**src/rtl/pirg_pkg.sv**
```systemverilog
// Shared defaults and types for the periodic interrupt rate generator.
// Assumes: consumers pick their widths through module parameters that
// default to the values below.
package pirg_pkg;
    localparam int RATE_W_DEF    = 4;   // width of the rate code
    localparam int PRE_W_DEF     = 15;  // prescaler width (32768 ticks per wrap)
    localparam int ALIAS_MAX_DEF = 2;   // highest code that is aliased upward
    localparam int ALIAS_ADD_DEF = 7;   // offset added to aliased codes

    // Registered outputs of the flag stage
    typedef struct packed {
        logic per;
        logic irq;
        logic sqw;
    } pirg_out_t;
endpackage

```
**src/rtl/pirg_prescaler.sv**
```systemverilog
// Free-running prescaler counting 32 kHz strobes since reset.
// Assumes: tick_en is a single-cycle strobe. The counter is never restarted
// by code or enable changes, so that period boundaries stay aligned.
module pirg_prescaler #(
    parameter int PRE_W = pirg_pkg::PRE_W_DEF
) (
    input  logic             clk,
    input  logic             rst_n,
    input  logic             tick_en,
    output logic [PRE_W-1:0] cnt_nxt
);
    logic [PRE_W-1:0] cnt_q;

    // Value the count takes on this strobe
    always_comb cnt_nxt = cnt_q + PRE_W'(1);

    // Advance on each strobe; wraps naturally at 2^PRE_W
    always_ff @(posedge clk) begin
        if (!rst_n)       cnt_q <= '0;
        else if (tick_en) cnt_q <= cnt_nxt;
    end

    p_count_hold_r6: assert property (@(posedge clk) disable iff (!rst_n)
        !tick_en |=> $stable(cnt_q));
    p_count_step_r6: assert property (@(posedge clk) disable iff (!rst_n)
        tick_en |=> (cnt_q == $past(cnt_q) + PRE_W'(1)));
endmodule

```
**src/rtl/pirg_rate_sel.sv**
```systemverilog
// Decodes the rate code into a period mask and detects period boundaries.
// Assumes: a period is a power of two of ticks, so a boundary is reached when
// the low bits of the next count are all zero. Low codes are aliased upward.
module pirg_rate_sel #(
    parameter int RATE_W    = pirg_pkg::RATE_W_DEF,
    parameter int PRE_W     = pirg_pkg::PRE_W_DEF,
    parameter int ALIAS_MAX = pirg_pkg::ALIAS_MAX_DEF,
    parameter int ALIAS_ADD = pirg_pkg::ALIAS_ADD_DEF
) (
    input  logic [RATE_W-1:0] rate_code,
    input  logic              pie_en,
    input  logic              sqwe_en,
    input  logic [PRE_W-1:0]  cnt_nxt,
    output logic              hit
);
    localparam logic [RATE_W-1:0] ALIAS_LIM = RATE_W'(ALIAS_MAX);
    localparam logic [RATE_W-1:0] ALIAS_OFS = RATE_W'(ALIAS_ADD);

    logic [RATE_W-1:0] eff_code;
    logic [PRE_W-1:0]  mask;
    logic              active;

    // Fold aliased low codes onto slower rates
    always_comb begin
        if (rate_code != '0 && rate_code <= ALIAS_LIM) eff_code = rate_code + ALIAS_OFS;
        else                                           eff_code = rate_code;
    end

    // Mask of period-1: bit i is set when i < eff_code-1
    for (genvar i = 0; i < PRE_W; i++) begin : g_mask
        assign mask[i] = ((i + 1) < int'(eff_code));
    end

    // The tick only runs with a nonzero code and some consumer enabled
    always_comb active = (rate_code != '0) && (pie_en || sqwe_en);

    // Boundary when the masked next count is zero
    always_comb hit = active && ((cnt_nxt & mask) == '0);
endmodule

```
**src/rtl/pirg_flags.sv**
```systemverilog
// Sticky periodic and interrupt flags plus the one-cycle square-wave pulse.
// Assumes: evt is a single-cycle event spaced at least a few strobes apart.
// A clear beats a same-cycle set.
module pirg_flags (
    input  logic clk,
    input  logic rst_n,
    input  logic evt,
    input  logic pie_en,
    input  logic sqwe_en,
    input  logic flag_clr,
    output pirg_pkg::pirg_out_t outs
);
    // Flag and pulse registers; clear has priority over set
    always_ff @(posedge clk) begin
        if (!rst_n) begin
            outs <= '0;
        end else begin
            if (flag_clr)              outs.per <= 1'b0;
            else if (evt)              outs.per <= 1'b1;
            if (flag_clr)              outs.irq <= 1'b0;
            else if (evt && pie_en)    outs.irq <= 1'b1;
            outs.sqw <= evt && sqwe_en;
        end
    end

    p_irq_needs_flag_r8: assert property (@(posedge clk) disable iff (!rst_n)
        outs.irq |-> outs.per);
    p_clr_wins_r10: assert property (@(posedge clk) disable iff (!rst_n)
        flag_clr |=> (!outs.per && !outs.irq));
    p_pulse_single_r9: assert property (@(posedge clk) disable iff (!rst_n)
        outs.sqw |=> !outs.sqw);
    p_flag_sticky_r7: assert property (@(posedge clk) disable iff (!rst_n)
        (outs.per && !flag_clr) |=> outs.per);
endmodule

```
**src/rtl/periodic_rate_gen.sv**
```systemverilog
// Periodic interrupt rate generator top. It counts 32 kHz strobes, finds the
// boundaries of the selected power-of-two period and drives sticky flags and
// a pulse.
// Assumes: tick_en is synchronous to clk and lasts one cycle per tick.
module periodic_rate_gen #(
    parameter int RATE_W = pirg_pkg::RATE_W_DEF,
    parameter int PRE_W  = pirg_pkg::PRE_W_DEF
) (
    input  logic              clk,
    input  logic              rst_n,
    input  logic              tick_en,
    input  logic [RATE_W-1:0] rate_code,
    input  logic              pie_en,
    input  logic              sqwe_en,
    input  logic              flag_clr,
    output logic              per_flag,
    output logic              irq_req,
    output logic              sqw_pulse
);
    logic [PRE_W-1:0]    cnt_nxt;
    logic                hit;
    logic                evt;
    pirg_pkg::pirg_out_t outs;

    pirg_prescaler #(.PRE_W(PRE_W)) u_pre (
        .clk(clk), .rst_n(rst_n), .tick_en(tick_en), .cnt_nxt(cnt_nxt)
    );

    pirg_rate_sel #(.RATE_W(RATE_W), .PRE_W(PRE_W)) u_sel (
        .rate_code(rate_code), .pie_en(pie_en), .sqwe_en(sqwe_en),
        .cnt_nxt(cnt_nxt), .hit(hit)
    );

    // An event needs a strobe landing on a boundary
    always_comb evt = tick_en && hit;

    pirg_flags u_flags (
        .clk(clk), .rst_n(rst_n), .evt(evt), .pie_en(pie_en),
        .sqwe_en(sqwe_en), .flag_clr(flag_clr), .outs(outs)
    );

    // Unpack the flag stage onto the ports
    always_comb begin
        per_flag  = outs.per;
        irq_req   = outs.irq;
        sqw_pulse = outs.sqw;
    end

    p_code0_quiet_r4: assert property (@(posedge clk) disable iff (!rst_n)
        $rose(per_flag) |-> ($past(rate_code) != '0));
    p_enable_gate_r5: assert property (@(posedge clk) disable iff (!rst_n)
        $rose(per_flag) |-> $past(pie_en || sqwe_en));
    p_pulse_on_tick_r11: assert property (@(posedge clk) disable iff (!rst_n)
        sqw_pulse |-> $past(tick_en));
    p_irq_gate_r8: assert property (@(posedge clk) disable iff (!rst_n)
        $rose(irq_req) |-> $past(pie_en));
endmodule

```
**config.mk**
```make
export PLATFORM = sky130hd
export DESIGN_NAME = periodic_rate_gen
export DESIGN_NICKNAME = d
export VERILOG_FILES = /design/src/rtl/pirg_pkg.sv /design/src/rtl/pirg_prescaler.sv /design/src/rtl/pirg_rate_sel.sv /design/src/rtl/pirg_flags.sv /design/src/rtl/periodic_rate_gen.sv
export SDC_FILE = /design/constraint.sdc
export NUM_CORES = 1
export LEC_CHECK = 0
export ABC_AREA = 1
export BUFFER_PORTS_ARGS = -buffer_cell sky130_fd_sc_hd__buf_4
export CORE_AREA = 2 2 52 54
export CTS_CLUSTER_DIAMETER = 50
export DETAILED_ROUTE_END_ITERATION = 8
export DIE_AREA = 0 0 54 56
export PLACE_DENSITY = 0.84
export SLEW_MARGIN = 20
export SYNTH_ARGS = -nofsm -noshare
export SYNTH_HDL_FRONTEND = slang
export SYNTH_SLANG_ARGS = --single-unit
```
**constraint.sdc**
```tcl
create_clock -name clk -period 1.7 [get_ports clk]
set_clock_uncertainty 0.2 [all_clocks]
set_input_delay 0.34 -clock clk [delete_from_list [all_inputs] [get_ports clk]]
set_output_delay 0.34 -clock clk [all_outputs]
set_load 0.03 [all_outputs]
```
## Word-level counts from Yosys, hierarchy flattened

Cells that the tools add are included.

| storage, ports and cells | value |
|---|---|
| bits in registers | 18 |
| input port bits | 10 |
| output and inout bits | 3 |
| logic and storage cells | 34 |

| operators by class | value |
|---|---|
| add/subtract/negate cells | 2 |
| order comparisons | 15 |
| multiplexer cells | 1 |
| bitwise operators | 2 |
| reduce and logical (&&, ||, !) cells | 10 |

Operators by type and width:

| operator | count |
|---|---|
| 4-bit < comparator, first input constant | 7 |
| 3-bit by 4-bit < comparator with 1-bit output, first input constant | 4 |
| 15-bit by 1-bit adder with 15-bit output, second input constant | 1 |
| 15-bit by 14-bit bitwise AND with 15-bit output | 1 |
| 15-bit zero test | 1 |
| 2-bit by 4-bit < comparator with 1-bit output, first input constant | 2 |
| 1-bit logical AND | 6 |
| 4-bit by 3-bit adder with 4-bit output, second input constant | 1 |
| 4-bit by 2-bit <= comparator with 1-bit output, second input constant | 1 |
| 1-bit by 4-bit < comparator with 1-bit output, first input constant | 1 |
| 4-bit two-way mux | 1 |
| 4-bit nonzero test | 1 |
| 2-bit OR reduction | 1 |
| 1-bit logical OR | 1 |
| 1-bit inverter | 1 |

## Depth between registers and ports, before layout

Gate-level depths: netlist (run 1).

| logic depth | value |
|---|---|
| word-level depth | 9 |
| gate-level depth with buffers | 15 |

## Modules after synthesis

Synthesis (run 1) repeated with hierarchy kept, for this count alone.

| second synthesis, totals | value |
|---|---|
| cells, all modules | 232 |
| area, all modules | 1,440.1 um2 |

Modules (own cells, without submodules):

| module | times used | cells an instance | area an instance (um2) | sequential area each (um2) |
|---|---|---|---|---|
| pirg_prescaler | 1 | 152 | 943.4 | 300.3 |
| pirg_rate_sel | 1 | 67 | 390.4 | 0.0 |
| pirg_flags | 1 | 11 | 98.8 | 60.1 |
| periodic_rate_gen | 1 | 2 | 7.5 | 0.0 |

## Least setup slack after synthesis (run 1)

OpenSTA, ideal clock, no wires.

| timing path | value |
|---|---|
| path type | register to register |
| start point | reg u_pre.cnt_q[0] |
| end point | reg u_flags.outs[1] (netlist name) |
| library setup time | 0.070 ns |
| data arrival time | 1.499 ns |
| required time | 1.430 ns |
| setup slack | -0.068 ns |
| cell stages (with the launch flop) | 12 |
| clock period less this slack | 1.768 ns |
| cell sequence | dfxtp_1 -> ha_1 -> nand2_2 -> nor2_4 -> nand3_1 -> xor2_1 -> nand2_1 -> o21ai_1 -> nand2_1 -> nand2_1 -> nand3_1 -> a21oi_1 |

| on the way | value |
|---|---|
| word-level cells in the longest chain between the ends | 6 |

RTL lines:

| what | line | text |
|---|---|---|
| start, declared | pirg_prescaler.sv:12 | `logic [PRE_W-1:0] cnt_q;` |
| start signal, assigned | pirg_prescaler.sv:20 | `else if (tick_en) cnt_q <= cnt_nxt;` |
| 15-bit by 1-bit adder with 15-bit output | pirg_prescaler.sv:15 | `always_comb cnt_nxt = cnt_q + PRE_W'(1);` |
| 15-bit by 14-bit bitwise AND with 15-bit output | pirg_rate_sel.sv:38 | `always_comb hit = active && ((cnt_nxt & mask) == '0);` |
| 15-bit zero test | pirg_rate_sel.sv:38 |  |
| 1-bit logical AND | pirg_rate_sel.sv:38 |  |
| 1-bit logical AND | periodic_rate_gen.sv:35 | `always_comb evt = tick_en && hit;` |
| 1-bit logical AND | pirg_flags.sv:21 | `else if (evt && pie_en) outs.irq <= 1'b1;` |

No other way between the ends.
A chain may end at the register's enable or synchronous reset.

## Worst setup path in the final report (run 1)

| timing path | value |
|---|---|
| start point | reg u_pre.cnt_q[1] |
| end point | reg u_flags.outs[2] (netlist name) |

| on the way | value |
|---|---|
| word-level cells in the longest chain between the ends | 5 |

RTL lines:

| what | line |
|---|---|
| 15-bit by 1-bit adder with 15-bit output | pirg_prescaler.sv:15 |
| 15-bit by 14-bit bitwise AND with 15-bit output | pirg_rate_sel.sv:38 |
| 15-bit zero test | pirg_rate_sel.sv:38 |
| 1-bit logical AND | pirg_rate_sel.sv:38 |
| 1-bit logical AND | periodic_rate_gen.sv:35 |

No other way between the ends.

==> run metrics, run 1 <==
RSZ-0062 raised after global routing yes; routed vias/inst 5.32; Die Ht 56 um; outcome finished, violations left; CP arrival 1930 ps; fin crit share 1.11; yosys warns 0; Slowest-stage cell, CP dfxtp_4; final-report hold violation count 0; Cells after DPL 261; vias 1425; crit-path cells ha_4 > nand2_4 > nor2_4 > nand2_2 > xor2_2 > nand2_1 > nand3_1 > nor2_1 > nand2_1 > nand2_2 > nand2_2 > a21oi_1; Reg area approximately 350 um2; Setup crit start kind flop; Slew @ Worst Pin 401 ps; Total GRT Usage 0.230; met3 WL 206 um; CTS Buf Count 3; post-route minimum period 1880 ps; Top FF cell, synth dfxtp_1; ranking of synthesized cells by area dfxtp_1 (27%), nand2_1 (16%), inv_1 (10%); initial antenna violation count 0; count leader, synth nand2_1; max incr delay on CP 370 ps; Yosys top cell by area dfxtp_1; max_cap viols 0; Pre-antenna DRT Iters 4; Routed Antenna Nets 0; largest net degree at the start of global routing 16; Worst-Skew Late Latency 300 ps; Pins Over Slew Limit 0; routability congestion estimate 0.822; Slew headroom 0.732; IO Count 13; DR top layer met4; vias in the first global route approximately 1300; multi-input logic area slightly below 900 um2; Yosys reg bits 17; Max IR drop VDD 510 uV; layout cells sized above 1 0.378; CP endpoint kind flop; fmax around 530 MHz; Worst Slack Setup Final -185 ps; post-layout instance area 1750 um2; launch point of the worst path u_pre.cnt_q[1]$_SDFFE_PN0P_; H-tree depth 1; R2R setup slack -180 ps; syn_nets 211; drt initial violations 38; RR Startpoint u_pre.cnt_q[1]$_SDFFE_PN0P_; Core Box Area 2430 um2; hold buffers post-CTS 0; top cells by count, synth nand2_1 (53), inv_1 (34), dfxtp_1 (17); clock buffer depth 2; Synth async-reset ratio 0; clk root buf clkbuf_4; antenna cells 0; Syn Area/Cell 6.31 um2; R2R Path End u_flags.outs[2]$_SDFFE_PP0P_; Pwr Density about 550 nW/um2; Worst Setup Path Type flop to flop; die area approximately 3000 um2; residual DRC count 0; Final Non-Filler Cells 268; DR WL met2 1.66 mm; Cells after Synth 197; Setup violations, final 3; Yosys top cell area share 0.274; dpl cell area 1620 um2; Area Overhead vs Synth 41.2%; synthesized cell area 1240 um2; Leak between 0.8 and 0.9 nW; fillers ~180; Synth cell types 24; WL/cell about 13 um; Metal-1 WL 1.41 mm; final wirelength between 3 and 4 mm; grt total ovfl 0; HP Class primary input to flop; Max FO, Critical Path 5; CP endpoint u_flags.outs[2]$_SDFFE_PP0P_; Port Buffer Count 12; Clock Sinks 17; clock-pin slew of the registers on the worst-case setup and hold paths 100 ps; Die W 54 um; Most common cell on crit path nand2_2; R2R cell count 12; Total Nets Final 253; CP Data Required Time 1740 ps; failing checks setup timing; HPWL after DPL 2.35 mm; total power 0.960 mW; TritonCTS clock tree yes; Initial Util 0.511; post-synthesis sequential area ratio 0.274; Post-synth EDFFs 0; Site Rows 18; first-pass GRT wire length 5.22 mm
logic make-up after synthesis:
family	Yosys count	share of synthesized area
simple gates	99	0.376
buf+inv	40	0.121
compound gates	30	0.140
flops	17	0.274
xor+xnor	7	0.0493
fa+ha+maj	4	0.0403
cell type report:
type,count,share of cell area
well taps,30,0.0214
clock buffers,3,0.0128
flip-flops and latches,17,0.200
repair buffers,41,0.175
multi-input cells,140,0.508
inverters,36,0.0799
clock inverters,1,0.00285
flip-flops by register name, summed over array words and instances (netlist names):
register and count:
u_flags.outs 3, u_pre.cnt_q 14
how the worst min path moves through the flow:
stage                                            start                            to  slack (ps)  cells past startpoint
after floorplan                                sqwe_en    u_flags.outs[0]$_SDFF_PN0_         260                      2
after global placement    u_flags.outs[1]$_SDFFE_PP0P_  u_flags.outs[1]$_SDFFE_PP0P_         230                      2
after detailed placement  u_flags.outs[2]$_SDFFE_PP0P_  u_flags.outs[2]$_SDFFE_PP0P_         240                      2
after CTS                                      sqwe_en    u_flags.outs[0]$_SDFF_PN0_          60                      3
after global routing                           sqwe_en    u_flags.outs[0]$_SDFF_PN0_          60                      3
final                                          sqwe_en    u_flags.outs[0]$_SDFF_PN0_          60                      3
routing by layer:
metal | track usage | vias up
met3 | 0.0457 | 16
met1 | 0.288 | 644
met2 | 0.362 | 60
met4 | 0.118 | 0
li1 | - | 705
met5 | 0 | -
through the flow:
step           hold slack [ps]  TNS, ps   util  worst slack [ps]
4_1_cts                   57.5     -231  0.691             -93.0
5_1_grt                   64.5     -931  0.721              -284
3_5_place_dp               236     -752  0.666              -279
6_report                  62.6     -486  0.721              -185
3_3_place_gp               233     -574  0.666              -220
2_1_floorplan              259        0      -              1.14
where the power goes:
group	total, mW	leakage, nW	internal [mW]	switching (mW)
Clock	0.227	0.0177	0.0879	0.139
Sequential	0.449	0.142	0.422	0.0268
Combinational	0.284	0.689	0.129	0.155
worst max-delay path: cells and delay by family (launching register included):
kind	cells	cell delay, ps
adder cells (fa/ha/maj)	1	140
AND/OR/NAND/NOR	9	810
XOR/XNOR	1	160
AO/OA/AOI/OAI	1	130
flip-flops	1	370
what timing repair did:
item                                   in CTS  in global routing
pin swaps                                   8                 14
gates resized for setup                     5                 16
setup endpoints to repair                   4                  6
buffers inserted                            2                  2
endpoints found under the hold margin       0                  0
cloned                                      0                  0
layout by cell type (no fill, tap or decap), drive strengths merged, types with 3 or more instances in the layout:
cell / instances
nand2: 56
buf: 41
inv: 36
nor2: 20
dfxtp: 17
nand3: 15
a21oi: 12
o21ai: 11
o211ai: 6
nand4: 6
xor2: 6
ha: 4
clkbuf: 3
Power figures use the tool's default switching activity.
==> run 2: changes to the inputs <==
--- a/config.mk
+++ b/config.mk
@@ -5,13 +5,12 @@
 export SDC_FILE = /design/constraint.sdc
 export NUM_CORES = 1
 export LEC_CHECK = 0
-export ABC_AREA = 1
 export BUFFER_PORTS_ARGS = -buffer_cell sky130_fd_sc_hd__buf_4
-export CORE_AREA = 2 2 52 54
+export CORE_AREA = 2 2 54 56
 export CTS_CLUSTER_DIAMETER = 50
 export DETAILED_ROUTE_END_ITERATION = 8
-export DIE_AREA = 0 0 54 56
-export PLACE_DENSITY = 0.84
+export DIE_AREA = 0 0 56 58
+export PLACE_DENSITY = 0.83
 export SLEW_MARGIN = 20
 export SYNTH_ARGS = -nofsm -noshare
 export SYNTH_HDL_FRONTEND = slang
==> run metrics, run 2 <==
final-report hold violation count 0 (unchanged); WL/cell 15.5 um (+21%); Post-synth EDFFs 0 (unchanged); Max IR drop VDD 576 uV (+13%); H-tree depth 1 (unchanged); launch point of the worst path u_pre.cnt_q[0]$_SDFFE_PN0P_; syn_nets 171 (-19%); hold_sp sqwe_en; max_cap viols 0 (unchanged); switching fraction of total power 0.302 (-0.0324); TritonCTS clock tree yes; Yosys top cell by area dfxtp_1; grt total ovfl 0 (unchanged); HP Class primary input to flop; Slew @ Worst Pin 335 ps (-65.8 ps); Site Rows 19 (+1); Port Buffer Count 12 (unchanged); CTS Buf Count 3 (unchanged); Cells after Synth 157 (-20%); setup TNS -685 ps (-199 ps); Slew headroom 0.775 (+0.0432); Syn Area/Cell 8.42 um2 (+34%); Leak 0.773 nW (-9.0%); total power 0.887 mW (-7.6%); CP endpoint kind flop; IO Count 13 (unchanged); HPWL after DPL 2.69 mm (+14%); Synth Area in Simple Gates 0.259 (-0.116); largest family of logic cells by synthesized area simple AND/OR/NAND/NOR gates; Logic pwr share 0.268 (-0.028); R2R setup slack -230 ps (-50 ps); antenna cells 0 (unchanged); Synth Area in Compound Gates 0.213 (+0.0729); clk root buf clkbuf_4; Worst Slack Setup Final -232 ps (-47.4 ps); first-pass GRT wire length 6.49 mm (+24%); xor/xnor cell area share of the yosys netlist 0.132 (+0.0831); Synth cell types 46 (+92%); Pwr Density 451 nW/um2 (-18%); yosys warns 0 (unchanged); Yosys top cell area share 0.257 (-0.0166); clock-pin slew of the registers on the worst-case setup and hold paths 100 ps (about the same); fmax 518 MHz (-2.5%); Core Box Area 2660 um2 (+9.5%); R2R cell count 7 (-5); vias 1354 (-5.0%); initial antenna violation count 0 (unchanged); Synth async-reset ratio 0 (unchanged); largest net degree at the start of global routing 17 (+1); Initial Util 0.497 (-0.0141); Pre-antenna DRT Iters 4 (unchanged); Top FF cell, synth dfxtp_1; routed vias/inst 5.60 (+5.2%); top cells by count, synth dfxtp_1 (17), xnor2_1 (15), nand2_1 (10); Routed Antenna Nets 0 (unchanged); Yosys reg bits 17 (unchanged); CP endpoint u_flags.outs[0]$_SDFF_PN0_; R2R Path End u_flags.outs[0]$_SDFF_PN0_; P_int 0.619 mW (-3.1%); Setup violations, final 4 (+1); post-synthesis sequential area ratio 0.257 (-0.0166); most frequent cells in the layout buf_4 (54), xnor2_1 (14), dfxtp_1 (11); fin crit share 1.14 (+0.0279); count leader, synth dfxtp_1; vias in the first global route 1434 (+10%); drt initial violations 58 (+53%); mux cell area share after synthesis 0.0265 (+0.0265); RSZ-0062 raised after global routing yes; final wirelength 3.74 mm (+9.6%); routability congestion estimate 0.846 (+2.8%); Pins Over Slew Limit 0 (unchanged); Worst Setup Path Type flop to flop; Worst-Skew Late Latency 310 ps (about the same); clock power share 0.265 (+0.028); clock buffer depth 2 (unchanged); Clock Sinks 17 (unchanged); RR Startpoint u_pre.cnt_q[0]$_SDFFE_PN0P_; Synth Area in Adders 0.0378 (-0.00244); max reg flops 14 (unchanged); post-route minimum period 1930 ps (+47.4 ps); die area 3250 um2 (+7.4%); outcome finished, violations left; ranking of synthesized cells by area dfxtp_1 (26%), xnor2_1 (9.9%), and2_1 (3.8%); P_sw 0.268 mW (-17%); Total Nets Final 226 (-11%); synthesized cell area 1320 um2 (+6.4%); CP Data Required Time 1740 ps (about the same); Largest Register u_pre.cnt_q; most common cell after layout, fill and taps aside buf_4; layout cells sized above 1 0.450 (+0.0721); Hold WS 60.2 ps (-2.40 ps); Die W 56 um (+3.7%); Sequential Power Share 0.467 (about the same); failing checks setup timing; Area Overhead vs Synth 48.5%; CP arrival 1980 ps (+50 ps); Die Ht 58 um (+3.6%); Regs by FF count u_pre.cnt_q (14), u_flags.outs (3); Max FO, Critical Path 4 (-1); residual DRC count 0 (unchanged); Total GRT Usage 0.253 (+0.0235); Setup crit start kind flop
==> run 2: critical path, cell delays in order, from the launching register on <==
cell      delay [ps]
dfxtp_4          380
ha_4             190
xnor2_2          140
o311a_1          170
o211ai_1         150
o32ai_4          300
nand4_2          150
a21oi_1          180
==> run 2: worst min-delay path by stage <==
| stage | end | slack [ps] | cells past startpoint |
|---|---|---|---|
| 2_1_floorplan | u_flags.outs[0]$_SDFF_PN0_ | 260 | 2 |
| 3_3_place_gp | u_flags.outs[2]$_SDFFE_PP0P_ | 290 | 2 |
| 3_5_place_dp | u_flags.outs[2]$_SDFFE_PP0P_ | 310 | 2 |
| 4_1_cts | u_flags.outs[0]$_SDFF_PN0_ | 60 | 3 |
| 5_1_grt | u_flags.outs[0]$_SDFF_PN0_ | 80 | 3 |
| 6_report | u_flags.outs[0]$_SDFF_PN0_ | 60 | 3 |
==> run 2: logic make-up after synthesis <==
| logic type | Yosys count |
|---|---|
| muxes | 3 |
| DFF | 17 |
| buffers and inverters | 18 |
| adders and majority gates | 4 |
| AOI/OAI and AO/OA | 35 |
| and+or+nand+nor | 60 |
| xor gates and xnor gates | 20 |
==> run 2: per-stage QoR <==
| stage | std cells | cell area, um2 | worst slack [ps] | util |
|---|---|---|---|---|
| detailed placement | 232 | 1770 | -568 | 0.666 |
| global placement | 232 | 1770 | -442 | 0.666 |
| global route | 242 | 1960 | -346 | 0.738 |
| CTS | 241 | 1940 | -194 | 0.730 |
| finish | 242 | 1960 | -232 | 0.738 |
| floorplan | 157 | 1410 | -246 | - |
==> run 2: power by group through the flow <==
stage	Sequential, mW	Combinational, mW	Clock [mW]
after floorplan	0.428	0.132	0
after global placement	0.421	0.209	0
after detailed placement	0.422	0.219	0
after CTS	0.415	0.234	0.240
after global routing	0.415	0.256	0.254
final	0.414	0.238	0.235
==> run 2: repair_timing <==
action,in CTS,in global routing
pin swaps,13,3
cloned,1,0
setup endpoints to repair,8,11
hold buffers,0,0
gates resized for setup,27,4
buffers inserted,4,1
==> run 2: layout make-up <==
class	count	area, um2
multi-input combinational	122	1030
sequential	17	355
clock buffer	4	26.3
tap	31	38.8
fill	188	698
timing repair buffer	59	462
inverter	9	51.3
==> run 2: per-layer routing <==
| metal | GRT usage | share of wire |
|---|---|---|
| met1 | 0.303 | 0.42 |
| met3 | 0.0246 | 0.040 |
| met2 | 0.464 | 0.51 |
| met5 | 0 | 0 |
| met4 | 0.109 | 0.025 |
